--- config.mk ---
export PLATFORM = sky130hd
export DESIGN_NAME = wdp_poller
export DESIGN_NICKNAME = d
export VERILOG_FILES = /design/src/rtl/wdp_pkg.sv /design/src/rtl/wdp_bus_read.sv /design/src/rtl/wdp_budget.sv /design/src/rtl/wdp_judge.sv /design/src/rtl/wdp_poller.sv
export SDC_FILE = /design/constraint.sdc
export NUM_CORES = 1
export LEC_CHECK = 0
export ABC_CLOCK_PERIOD_IN_PS = 2000
export BUFFER_PORTS_ARGS = -buffer_cell sky130_fd_sc_hd__buf_2
export CAP_MARGIN = 20
export CORE_ASPECT_RATIO = 0.5
export CORE_UTILIZATION = 30
export DETAILED_ROUTE_END_ITERATION = 6
export GPL_TIMING_DRIVEN = 0
export SYNTH_ARGS = -nofsm -noshare
export SYNTH_HDL_FRONTEND = slang
export SYNTH_SLANG_ARGS = --single-unit
--- constraint.sdc ---
create_clock -name clk -period 2 [get_ports clk]
set_input_delay 0.1 -clock clk [delete_from_list [all_inputs] [get_ports clk]]
set_output_delay 0.1 -clock clk [all_outputs]
set_load 0.02 [all_outputs]
--- src/rtl/wdp_pkg.sv ---
package wdp_pkg;

  typedef enum logic {
    MODE_DATA   = 1'b0,
    MODE_TOGGLE = 1'b1
  } poll_mode_e;

  typedef enum logic [1:0] {
    V_AGAIN   = 2'd0,
    V_CONFIRM = 2'd1,
    V_DONE    = 2'd2
  } verdict_e;

  typedef enum logic [1:0] {
    C_IDLE   = 2'd0,
    C_LAUNCH = 2'd1,
    C_WAIT   = 2'd2
  } ctrl_state_e;

  typedef enum logic [1:0] {
    B_IDLE = 2'd0,
    B_LOW  = 2'd1,
    B_HIGH = 2'd2
  } bus_state_e;

endpackage

--- src/rtl/wdp_bus_read.sv ---
module wdp_bus_read
  import wdp_pkg::*;
#(
  parameter int AW     = 16,
  parameter int DW     = 8,
  parameter int RD_CYC = 3,
  parameter int GAP    = 2
) (
  input  logic          clk,
  input  logic          rst_n,
  input  logic          go_i,
  input  logic [AW-1:0] addr_i,
  input  logic [DW-1:0] rdata_i,
  output logic          ce_n_o,
  output logic          oe_n_o,
  output logic [AW-1:0] addr_o,
  output logic          rsp_valid_o,
  output logic [DW-1:0] rsp_data_o
);

  localparam int TW = (RD_CYC > GAP) ? $clog2(RD_CYC + 1) : $clog2(GAP + 1);
  localparam logic [TW-1:0] LOW_LAST  = TW'(RD_CYC - 1);
  localparam logic [TW-1:0] HIGH_LAST = TW'(GAP - 1);

  bus_state_e    state_q;
  logic [TW-1:0] tmr_q;

  // a new access begins only from rest
  always_ff @(posedge clk or negedge rst_n) begin
    if (!rst_n) begin
      state_q     <= B_IDLE;
      tmr_q       <= '0;
      ce_n_o      <= 1'b1;
      oe_n_o      <= 1'b1;
      addr_o      <= '0;
      rsp_valid_o <= 1'b0;
      rsp_data_o  <= '0;
    end else begin
      rsp_valid_o <= 1'b0;
      unique case (state_q)
        B_IDLE: begin
          if (go_i) begin
            state_q <= B_LOW;
            tmr_q   <= LOW_LAST;
            addr_o  <= addr_i;
            ce_n_o  <= 1'b0;
            oe_n_o  <= 1'b0;
          end
        end
        B_LOW: begin
          if (tmr_q == '0) begin
            rsp_data_o <= rdata_i;
            ce_n_o     <= 1'b1;
            oe_n_o     <= 1'b1;
            state_q    <= B_HIGH;
            tmr_q      <= HIGH_LAST;
          end else begin
            tmr_q <= tmr_q - 1'b1;
          end
        end
        B_HIGH: begin
          if (tmr_q == '0) begin
            rsp_valid_o <= 1'b1;
            state_q     <= B_IDLE;
          end else begin
            tmr_q <= tmr_q - 1'b1;
          end
        end
        default: state_q <= B_IDLE;
      endcase
    end
  end

endmodule

--- src/rtl/wdp_budget.sv ---
module wdp_budget #(
  parameter int MAX_POLLS = 64
) (
  input  logic clk,
  input  logic rst_n,
  input  logic clear_i,
  input  logic tick_i,
  output logic last_o
);

  localparam int CW = $clog2(MAX_POLLS + 1);
  localparam logic [CW-1:0] FINAL = CW'(MAX_POLLS - 1);

  logic [CW-1:0] used_q;

  always_ff @(posedge clk or negedge rst_n) begin
    if (!rst_n) begin
      used_q <= '0;
    end else if (clear_i) begin
      used_q <= '0;
    end else if (tick_i) begin
      used_q <= used_q + 1'b1;
    end
  end

  // high while the read being judged is the final one allowed
  assign last_o = (used_q == FINAL);

endmodule

--- src/rtl/wdp_judge.sv ---
module wdp_judge
  import wdp_pkg::*;
#(
  parameter int DW     = 8,
  parameter int DP_BIT = 7,
  parameter int TB_BIT = 6
) (
  input  poll_mode_e    mode_i,
  input  logic          confirm_i,
  input  logic          have_prev_i,
  input  logic          prev_tb_i,
  input  logic [DW-1:0] saved_i,
  input  logic [DW-1:0] rdata_i,
  output verdict_e      verdict_o
);

  generate
    if (DP_BIT >= DW || TB_BIT >= DW) begin : g_bad_bits
      initial $error("status bit positions exceed data width");
    end
  endgenerate

  always_comb begin
    verdict_o = V_AGAIN;
    if (mode_i == MODE_DATA) begin
      if (confirm_i) begin
        if (rdata_i == saved_i) verdict_o = V_DONE;
      end else if (rdata_i[DP_BIT] == saved_i[DP_BIT]) begin
        verdict_o = V_CONFIRM;
      end
    end else begin
      if (have_prev_i && (rdata_i[TB_BIT] == prev_tb_i)) verdict_o = V_DONE;
    end
  end

endmodule

--- src/rtl/wdp_poller.sv ---
module wdp_poller
  import wdp_pkg::*;
#(
  parameter int AW        = 16,
  parameter int DW        = 8,
  parameter int RD_CYC    = 3,
  parameter int GAP       = 2,
  parameter int MAX_POLLS = 64,
  parameter int DP_BIT    = 7,
  parameter int TB_BIT    = 6
) (
  input  logic          clk,
  input  logic          rst_n,
  input  logic          cmd_valid_i,
  output logic          cmd_ready_o,
  input  logic          cmd_mode_i,
  input  logic [AW-1:0] cmd_addr_i,
  input  logic [DW-1:0] cmd_data_i,
  output logic          mem_ce_n_o,
  output logic          mem_oe_n_o,
  output logic [AW-1:0] mem_addr_o,
  input  logic [DW-1:0] mem_rdata_i,
  output logic          done_o,
  output logic          err_o
);

  ctrl_state_e   state_q;
  poll_mode_e    mode_q;
  logic [AW-1:0] addr_q;
  logic [DW-1:0] data_q;
  logic          confirm_q;
  logic          have_prev_q;
  logic          prev_tb_q;

  logic          accept;
  logic          go;
  logic          rsp_valid;
  logic [DW-1:0] rsp_data;
  logic          last_read;
  verdict_e      verdict;

  assign cmd_ready_o = (state_q == C_IDLE);
  assign accept      = cmd_valid_i && cmd_ready_o;
  assign go          = (state_q == C_LAUNCH);

  wdp_bus_read #(
    .AW(AW), .DW(DW), .RD_CYC(RD_CYC), .GAP(GAP)
  ) u_bus (
    .clk         (clk),
    .rst_n       (rst_n),
    .go_i        (go),
    .addr_i      (addr_q),
    .rdata_i     (mem_rdata_i),
    .ce_n_o      (mem_ce_n_o),
    .oe_n_o      (mem_oe_n_o),
    .addr_o      (mem_addr_o),
    .rsp_valid_o (rsp_valid),
    .rsp_data_o  (rsp_data)
  );

  wdp_budget #(
    .MAX_POLLS(MAX_POLLS)
  ) u_budget (
    .clk     (clk),
    .rst_n   (rst_n),
    .clear_i (accept),
    .tick_i  (rsp_valid),
    .last_o  (last_read)
  );

  wdp_judge #(
    .DW(DW), .DP_BIT(DP_BIT), .TB_BIT(TB_BIT)
  ) u_judge (
    .mode_i      (mode_q),
    .confirm_i   (confirm_q),
    .have_prev_i (have_prev_q),
    .prev_tb_i   (prev_tb_q),
    .saved_i     (data_q),
    .rdata_i     (rsp_data),
    .verdict_o   (verdict)
  );

  always_ff @(posedge clk or negedge rst_n) begin
    if (!rst_n) begin
      state_q     <= C_IDLE;
      mode_q      <= MODE_DATA;
      addr_q      <= '0;
      data_q      <= '0;
      confirm_q   <= 1'b0;
      have_prev_q <= 1'b0;
      prev_tb_q   <= 1'b0;
      done_o      <= 1'b0;
      err_o       <= 1'b0;
    end else begin
      done_o <= 1'b0;
      err_o  <= 1'b0;
      unique case (state_q)
        C_IDLE: begin
          if (accept) begin
            mode_q      <= poll_mode_e'(cmd_mode_i);
            addr_q      <= cmd_addr_i;
            data_q      <= cmd_data_i;
            confirm_q   <= 1'b0;
            have_prev_q <= 1'b0;
            state_q     <= C_LAUNCH;
          end
        end
        C_LAUNCH: begin
          state_q <= C_WAIT;
        end
        C_WAIT: begin
          if (rsp_valid) begin
            prev_tb_q   <= rsp_data[TB_BIT];
            have_prev_q <= 1'b1;
            confirm_q   <= (verdict == V_CONFIRM);
            if (verdict == V_DONE) begin
              done_o  <= 1'b1;
              state_q <= C_IDLE;
            end else if (last_read) begin
              err_o   <= 1'b1;
              state_q <= C_IDLE;
            end else begin
              state_q <= C_LAUNCH;
            end
          end
        end
        default: state_q <= C_IDLE;
      endcase
    end
  end

endmodule

Word-level counts from Yosys, hierarchy flattened
Index checks and enable logic that the tools add are counted.
W data, S select, Z words.
{"block": "word_totals", "ff_bits": 69, "inputBits": 36, "out_inout_bits": 21, "elab_cells": 89}
{"block": "classes", "addsub": 2, "eq_ne": 16, "muxes": 37, "reduce_logical": 18}
{"operator": "$mux W2", "n": 12}
{"operator": "$pmux W2 S3", "n": 3}
{"operator": "$mux W1", "n": 17}
{"operator": "$mux W7", "n": 2}
{"operator": "$reduce_and A3 Y1", "n": 4}
{"operator": "$reduce_and A2 Y1", "n": 5}
{"operator": "$eq A8 B8 Y1", "n": 1}
{"operator": "$ne A2 B1 Y1 const B", "n": 4}
{"operator": "$add A7 B1 Y7 const B", "n": 1}
{"operator": "$eq A7 B6 Y1 const B", "n": 1}
{"operator": "$eq A2 B1 Y1 const B", "n": 3}
{"operator": "$eq A2 B2 Y1 const B", "n": 3}
{"operator": "$logic_not A2 Y1", "n": 3}
{"operator": "$pmux W1 S2", "n": 3}
{"operator": "$reduce_bool A2 Y1", "n": 3}
{"operator": "$ne A2 B2 Y1 const B", "n": 2}
{"operator": "$reduce_bool A3 Y1", "n": 1}
{"operator": "$eq A1 B1 Y1", "n": 2}
{"operator": "$logic_and A1 B1 Y1", "n": 2}
{"operator": "$sub A2 B1 Y2 const B", "n": 1}

Depth between registers and ports, before layout
{"block": "logic_depth", "word_depth": 8, "depth_mapped": 6, "mapped_depth_nobuf": 6}

Cells and area by module
From an unflattened synthesis, not the netlist that was laid out.
{"block": "unflattened", "cells_unflattened": 224, "hier_area_um2": 3134.3}
{"mod": "wdp_poller", "n_inst": 1, "cells_per_inst": 85, "area_each_um2": 1371.3, "seq_area_each_um2": 800.8}
{"mod": "wdp_bus_read", "n_inst": 1, "cells_per_inst": 94, "area_each_um2": 1313.8, "seq_area_each_um2": 752.0}
{"mod": "wdp_budget", "n_inst": 1, "cells_per_inst": 30, "area_each_um2": 324.1, "seq_area_each_um2": 175.2}
{"mod": "wdp_judge", "n_inst": 1, "cells_per_inst": 15, "area_each_um2": 125.1, "seq_area_each_um2": 0.0}

Worst setup path after synthesis
Ideal clock, no wire load.
{"block": "synth_timing", "path_type": "register to register", "startpoint": "register state_q[1]", "endpoint": "register addr_q[0]", "setup_ns": 0.125, "arrival_ns": 1.397, "required_ns": 1.875, "path_slack_ns": 0.478, "stages_incl_launch_ff": 6, "path_buffers": 2, "synth_period_minus_slack_ns": 1.522, "path_cell_list": "dfrtp_1 > nor2_2 > and2_4 > buf_6 > buf_6 > mux2_4"}
{"block": "synth_between", "elab_chain_len": 3}
{"item": "start, declared", "line_no": "wdp_poller.sv:27", "text": "ctrl_state_e state_q;"}
{"item": "start signal, assigned", "line_no": "wdp_poller.sv:85", "text": "state_q <= C_IDLE;"}
{"item": "start signal, assigned", "line_no": "wdp_poller.sv:105", "text": "state_q <= C_LAUNCH;"}
{"item": "start signal, assigned", "line_no": "wdp_poller.sv:109", "text": "state_q <= C_WAIT;"}
{"item": "$logic_not A2 Y1 (*)", "line_no": "wdp_poller.sv:42", "text": "assign cmd_ready_o = (state_q == C_IDLE);"}
{"item": "via cmd_ready_o", "line_no": "wdp_poller.sv:15", "text": "output logic cmd_ready_o,"}
{"item": "$logic_and A1 B1 Y1", "line_no": "wdp_poller.sv:43", "text": "assign accept = cmd_valid_i && cmd_ready_o;"}
{"item": "$reduce_and A2 Y1 (no source line) (*)"}
{"item": "end signal, assigned", "line_no": "wdp_poller.sv:101", "text": "addr_q <= cmd_addr_i;"}
{"item": "end, declared", "line_no": "wdp_poller.sv:29", "text": "logic [AW-1:0] addr_q;"}
The timed path passes the listed nets; every way through them passes the cells marked *.
A chain may end at the register's enable or synchronous reset.

Worst setup path after layout
{"block": "layout_timing", "startpoint": "register u_bus.tmr_q[0]", "endpoint": "register u_bus.tmr_q[1]"}
{"block": "layout_between", "elab_chain_len": 3, "word_cells_on_any_way": 7, "classes_between": "add/sub (1); eq/ne (1); mux (3); reduce/logical (2)"}
{"item": "start, declared", "line_no": "wdp_bus_read.sv:26", "text": "logic [TW-1:0] tmr_q;"}
{"item": "start signal, assigned", "line_no": "wdp_bus_read.sv:58", "text": "tmr_q <= tmr_q - 1'b1;"}
{"item": "start signal, assigned", "line_no": "wdp_bus_read.sv:66", "text": "tmr_q <= tmr_q - 1'b1;"}
{"item": "$sub A2 B1 Y2 or $logic_not A2 Y1 (tied branches)"}
{"item": "$mux W2, or another cell as far along", "line_no": "wdp_bus_read.sv:62", "text": "if (tmr_q == '0) begin"}
{"item": "$pmux W2 S3 or $reduce_and A3 Y1 (tied branches)"}
Several ways; a longest one is shown, not always the timed one. The select of a mux whose other input is x is not followed.

==> flow_summary.ini <==
[run_status]
status = completed

[floorplan]
die_x_um = 143
ios = 57
core_um2 = 9570
die_area_um2 = 10400
start_util_pct = 31.2
rows = 25
die_y_um = 72.6

[logic_synthesis]
synth_compound_area_share_pct = 4.02
syn_inst = 211
synth_top_family_by_area = multiplexers
yosysWarnings = 0
synth_area_um2 = 2990
synth_xor_area_share_pct = 3.81
synth_fa_ha_area_share_pct = 2.93
ys_ff_latch = 69
yosys.area.top_type_share_pct = 56.9
synth-edff-count = 0
async_flop_share_pct = 100
synthMuxAreaShare_pct = 21.7
yosys.area_share.simple_pct = 6.91
synth_top_cell_by_area = dfrtp_1
post_synth.cell_area_avg_um2 = 14.2
synth.area.top_cells = dfrtp_1 57%, mux2_2 11%, mux2_4 10%, ha_1 2.9%, xor2_1 2.9%
ys.flop_type = dfrtp_1
synth_seq_area_share_pct = 57.8
synth_nets = 254
ys_types = 36

[final_layout]
drive_above_1_share_pct = 44.7
area_growth_pct = 30.8
antennaDiodeCount = 0
nNetsFinal = 338
num-fill-cells = 944

[power]
p_per_area_nw_per_um2 = 1510
power_w = 0.00592
p_leak_nw = 1.84
ir_drop_mv = 0.542

[clocking]
root_buffer = clkbuf_16
cts_sinks = 69
cts_made_buffers = 9
cts.clk_slew.worst_paths_ns = 0.05
cts_repair_resize_count = 0
cts_tree = done
postCtsHoldBufs = 16
clock_latency_ns = 0.33
cts_max_level = 3
post_cts_buffers = 0
cts_max_path_buffers = 2

[sta]
setup_ws_ns = 0.279
slew_headroom_pct = 41.2
rsz0062_at_grt = no
finalHoldViolCount = 0
tns_ns = 0
maxSlewViolCount = 0
setup_violations = 0
fin_crit_sh_pct = 86.0
fin_worst_skew_ns = 0.00311
tightestPinTransition_ns = 0.882
max_freq_mhz = 581
fin_crit_ns = 1.72

[routing]
drc = 0
drt_wl_total_um = 5890
wire_per_inst_um = 13.5
ant_nets = 0
drt-initial-drc-count = 103
via_per_inst = 4.32
dr.pass1.iters = 4
vias = 1879

[placed_design]
place_congestion = 0.797
port_buffers = 56
hpwl_um = 4060
dp_slack_ns = 0.293

[global_routing]
grt-ovfl-total = 0
grt_pass1_vias = 2104
grt_usage_pct = 13.1
antenna_found_initial = 0
grt_pass1_wl_um = 10200
grt_max_degree = 70

[setup_path]
critPathKind = reg2reg
crit_slowest_cell = a211oi_1
slowest_delay_ns = 0.47
critPathLaunchType = register
endpoint_kind = register
arrival_ns = 1.96
cp_max_fo = 6
worstPathCellList = inv_1, ha_1, and2_1, a211oi_1, nor2_1, a31oi_1
cp.required_ns = 2.24

[min_path]
hp-class = in2reg

[job]
max_cap_violations = 0
## routing by layer
| layer | routed length (um) | share of wire, % | track usage, % | up-vias |
|---|---|---|---|---|
| met5 | 0 | 0 | 0 | - |
| met4 | 85 | 1.4 | 4.66 | 0 |
| met3 | 203 | 3.4 | 4.13 | 9 |
| met2 | 3020 | 51 | 22.4 | 27 |
| met1 | 2590 | 44 | 15.6 | 940 |
| li1 | - | - | - | 903 |
## cell usage after synthesis (2+ instances only)
cell,count
ha_1,7
nand2_1,7
nor2_1,12
mux2_2,30
nand2b_1,2
and2_1,2
o21ai_0,6
xnor2_1,3
dfrtp_1,68
a21oi_1,8
or3_1,2
inv_1,6
xor2_1,10
buf_6,4
buf_2,2
nand4_1,2
mux2_4,20
nor4_1,2
## worst max-delay path: cells and delay by family, from the launching register on
kind,cells,cell delay (ns)
AO/OA/AOI/OAI,2,0.65
adder cells (fa/ha/maj),1,0.26
buffers and inverters,1,0.06
flip-flops,1,0.37
AND/OR/NAND/NOR,2,0.30
## final cells by class
| type | count | area [um2] | share of cell area, % |
|---|---|---|---|
| sequential | 69 | 1730 | 44.2 |
| buffer | 7 | 62.6 | 1.60 |
| multi-input combinational | 129 | 1180 | 30.1 |
| inverter | 6 | 22.5 | 0.576 |
| clock inverter | 3 | 17.5 | 0.448 |
| tap | 135 | 169 | 4.32 |
| timing repair buffer | 73 | 453 | 11.6 |
| clock buffer | 13 | 280 | 7.17 |
## kinds of logic (layout without fill, tap and decap cells)
family                   Yosys count  in the layout
AO/OA/AOI/OAI                     20             20
XOR/XNOR                          13             13
adder cells (fa/ha/maj)            7              7
buffers and inverters             13            102
flip-flops                        69             69
multiplexers                      51             51
AND/OR/NAND/NOR                   38             38
## state kept, by name, summed over array words and instances, names as in the netlist
register and count:
u_bus.tmr_q 2, u_bus.addr_o 16, state_q 2, u_budget.used_q 7, u_bus.state_q 2, prev_tb_q 1
done_o 1, mode_q 1, u_bus.rsp_valid_o 1, addr_q 16, confirm_q 1, err_o 1
have_prev_q 1, u_bus.ce_n_o 1, data_q 8, u_bus.rsp_data_o 8
## stage by stage
step | utilization [%] | instances | hold WS (ns) | cell area (um2)
6_report | 40.8 | 435 | 0.00793 | 3910
5_1_grt | 40.8 | 435 | 0.00276 | 3910
4_1_cts | 40.7 | 434 | 0.0000706 | 3900
3_5_place_dp | 35.9 | 402 | 0.276 | 3440
3_3_place_gp | 35.9 | 402 | 0.332 | 3440
2_1_floorplan | - | 211 | -0.196 | 2990
## placed cells by master, fill, tap and decap left out, types with 2 or more instances in the layout
cell            n
clkinv_2        2
inv_1           6
nand4_1         2
nor4_1          2
buf_6           4
xor2_1         10
or3_1           2
and2_1          2
o21ai_0         6
nand2_1         7
dlygate4sd3_1  17
nand2b_1        2
mux2_2         30
xnor2_1         3
dfrtp_1        68
mux2_4         20
nor2_1         12
buf_2          57
a21oi_1         8
clkbuf_16       9
buf_4           2
ha_1            7
clkbuf_8        4
## power breakdown
part,internal [W],switching (W)
Sequential,0.00199,0.000369
Combinational,0.00110,0.000933
Clock,0.000969,0.000557
## path summary, 6_finish.rpt
check / startpoint / end / slack, ns / depth (start not counted)
max: u_bus.tmr_q[0]$_DFFE_PN0P_ / u_bus.tmr_q[1]$_DFFE_PN0P_ / 0.28 / 6
min: cmd_addr_i[3] / addr_q[3]$_DFFE_PN0P_ / 0.008 / 2
max reg2reg: u_bus.tmr_q[0]$_DFFE_PN0P_ / u_bus.tmr_q[1]$_DFFE_PN0P_ / 0.28 / 6
min reg2reg: confirm_q$_DFFE_PN0P_ / confirm_q$_DFFE_PN0P_ / 0.50 / 1
max in group asynchronous: rst_n / prev_tb_q$_DFFE_PN0P_ / 0.98 / 2
min in group asynchronous: rst_n / addr_q[11]$_DFFE_PN0P_ / 0.43 / 2
Power figures use the tool's default switching activity.
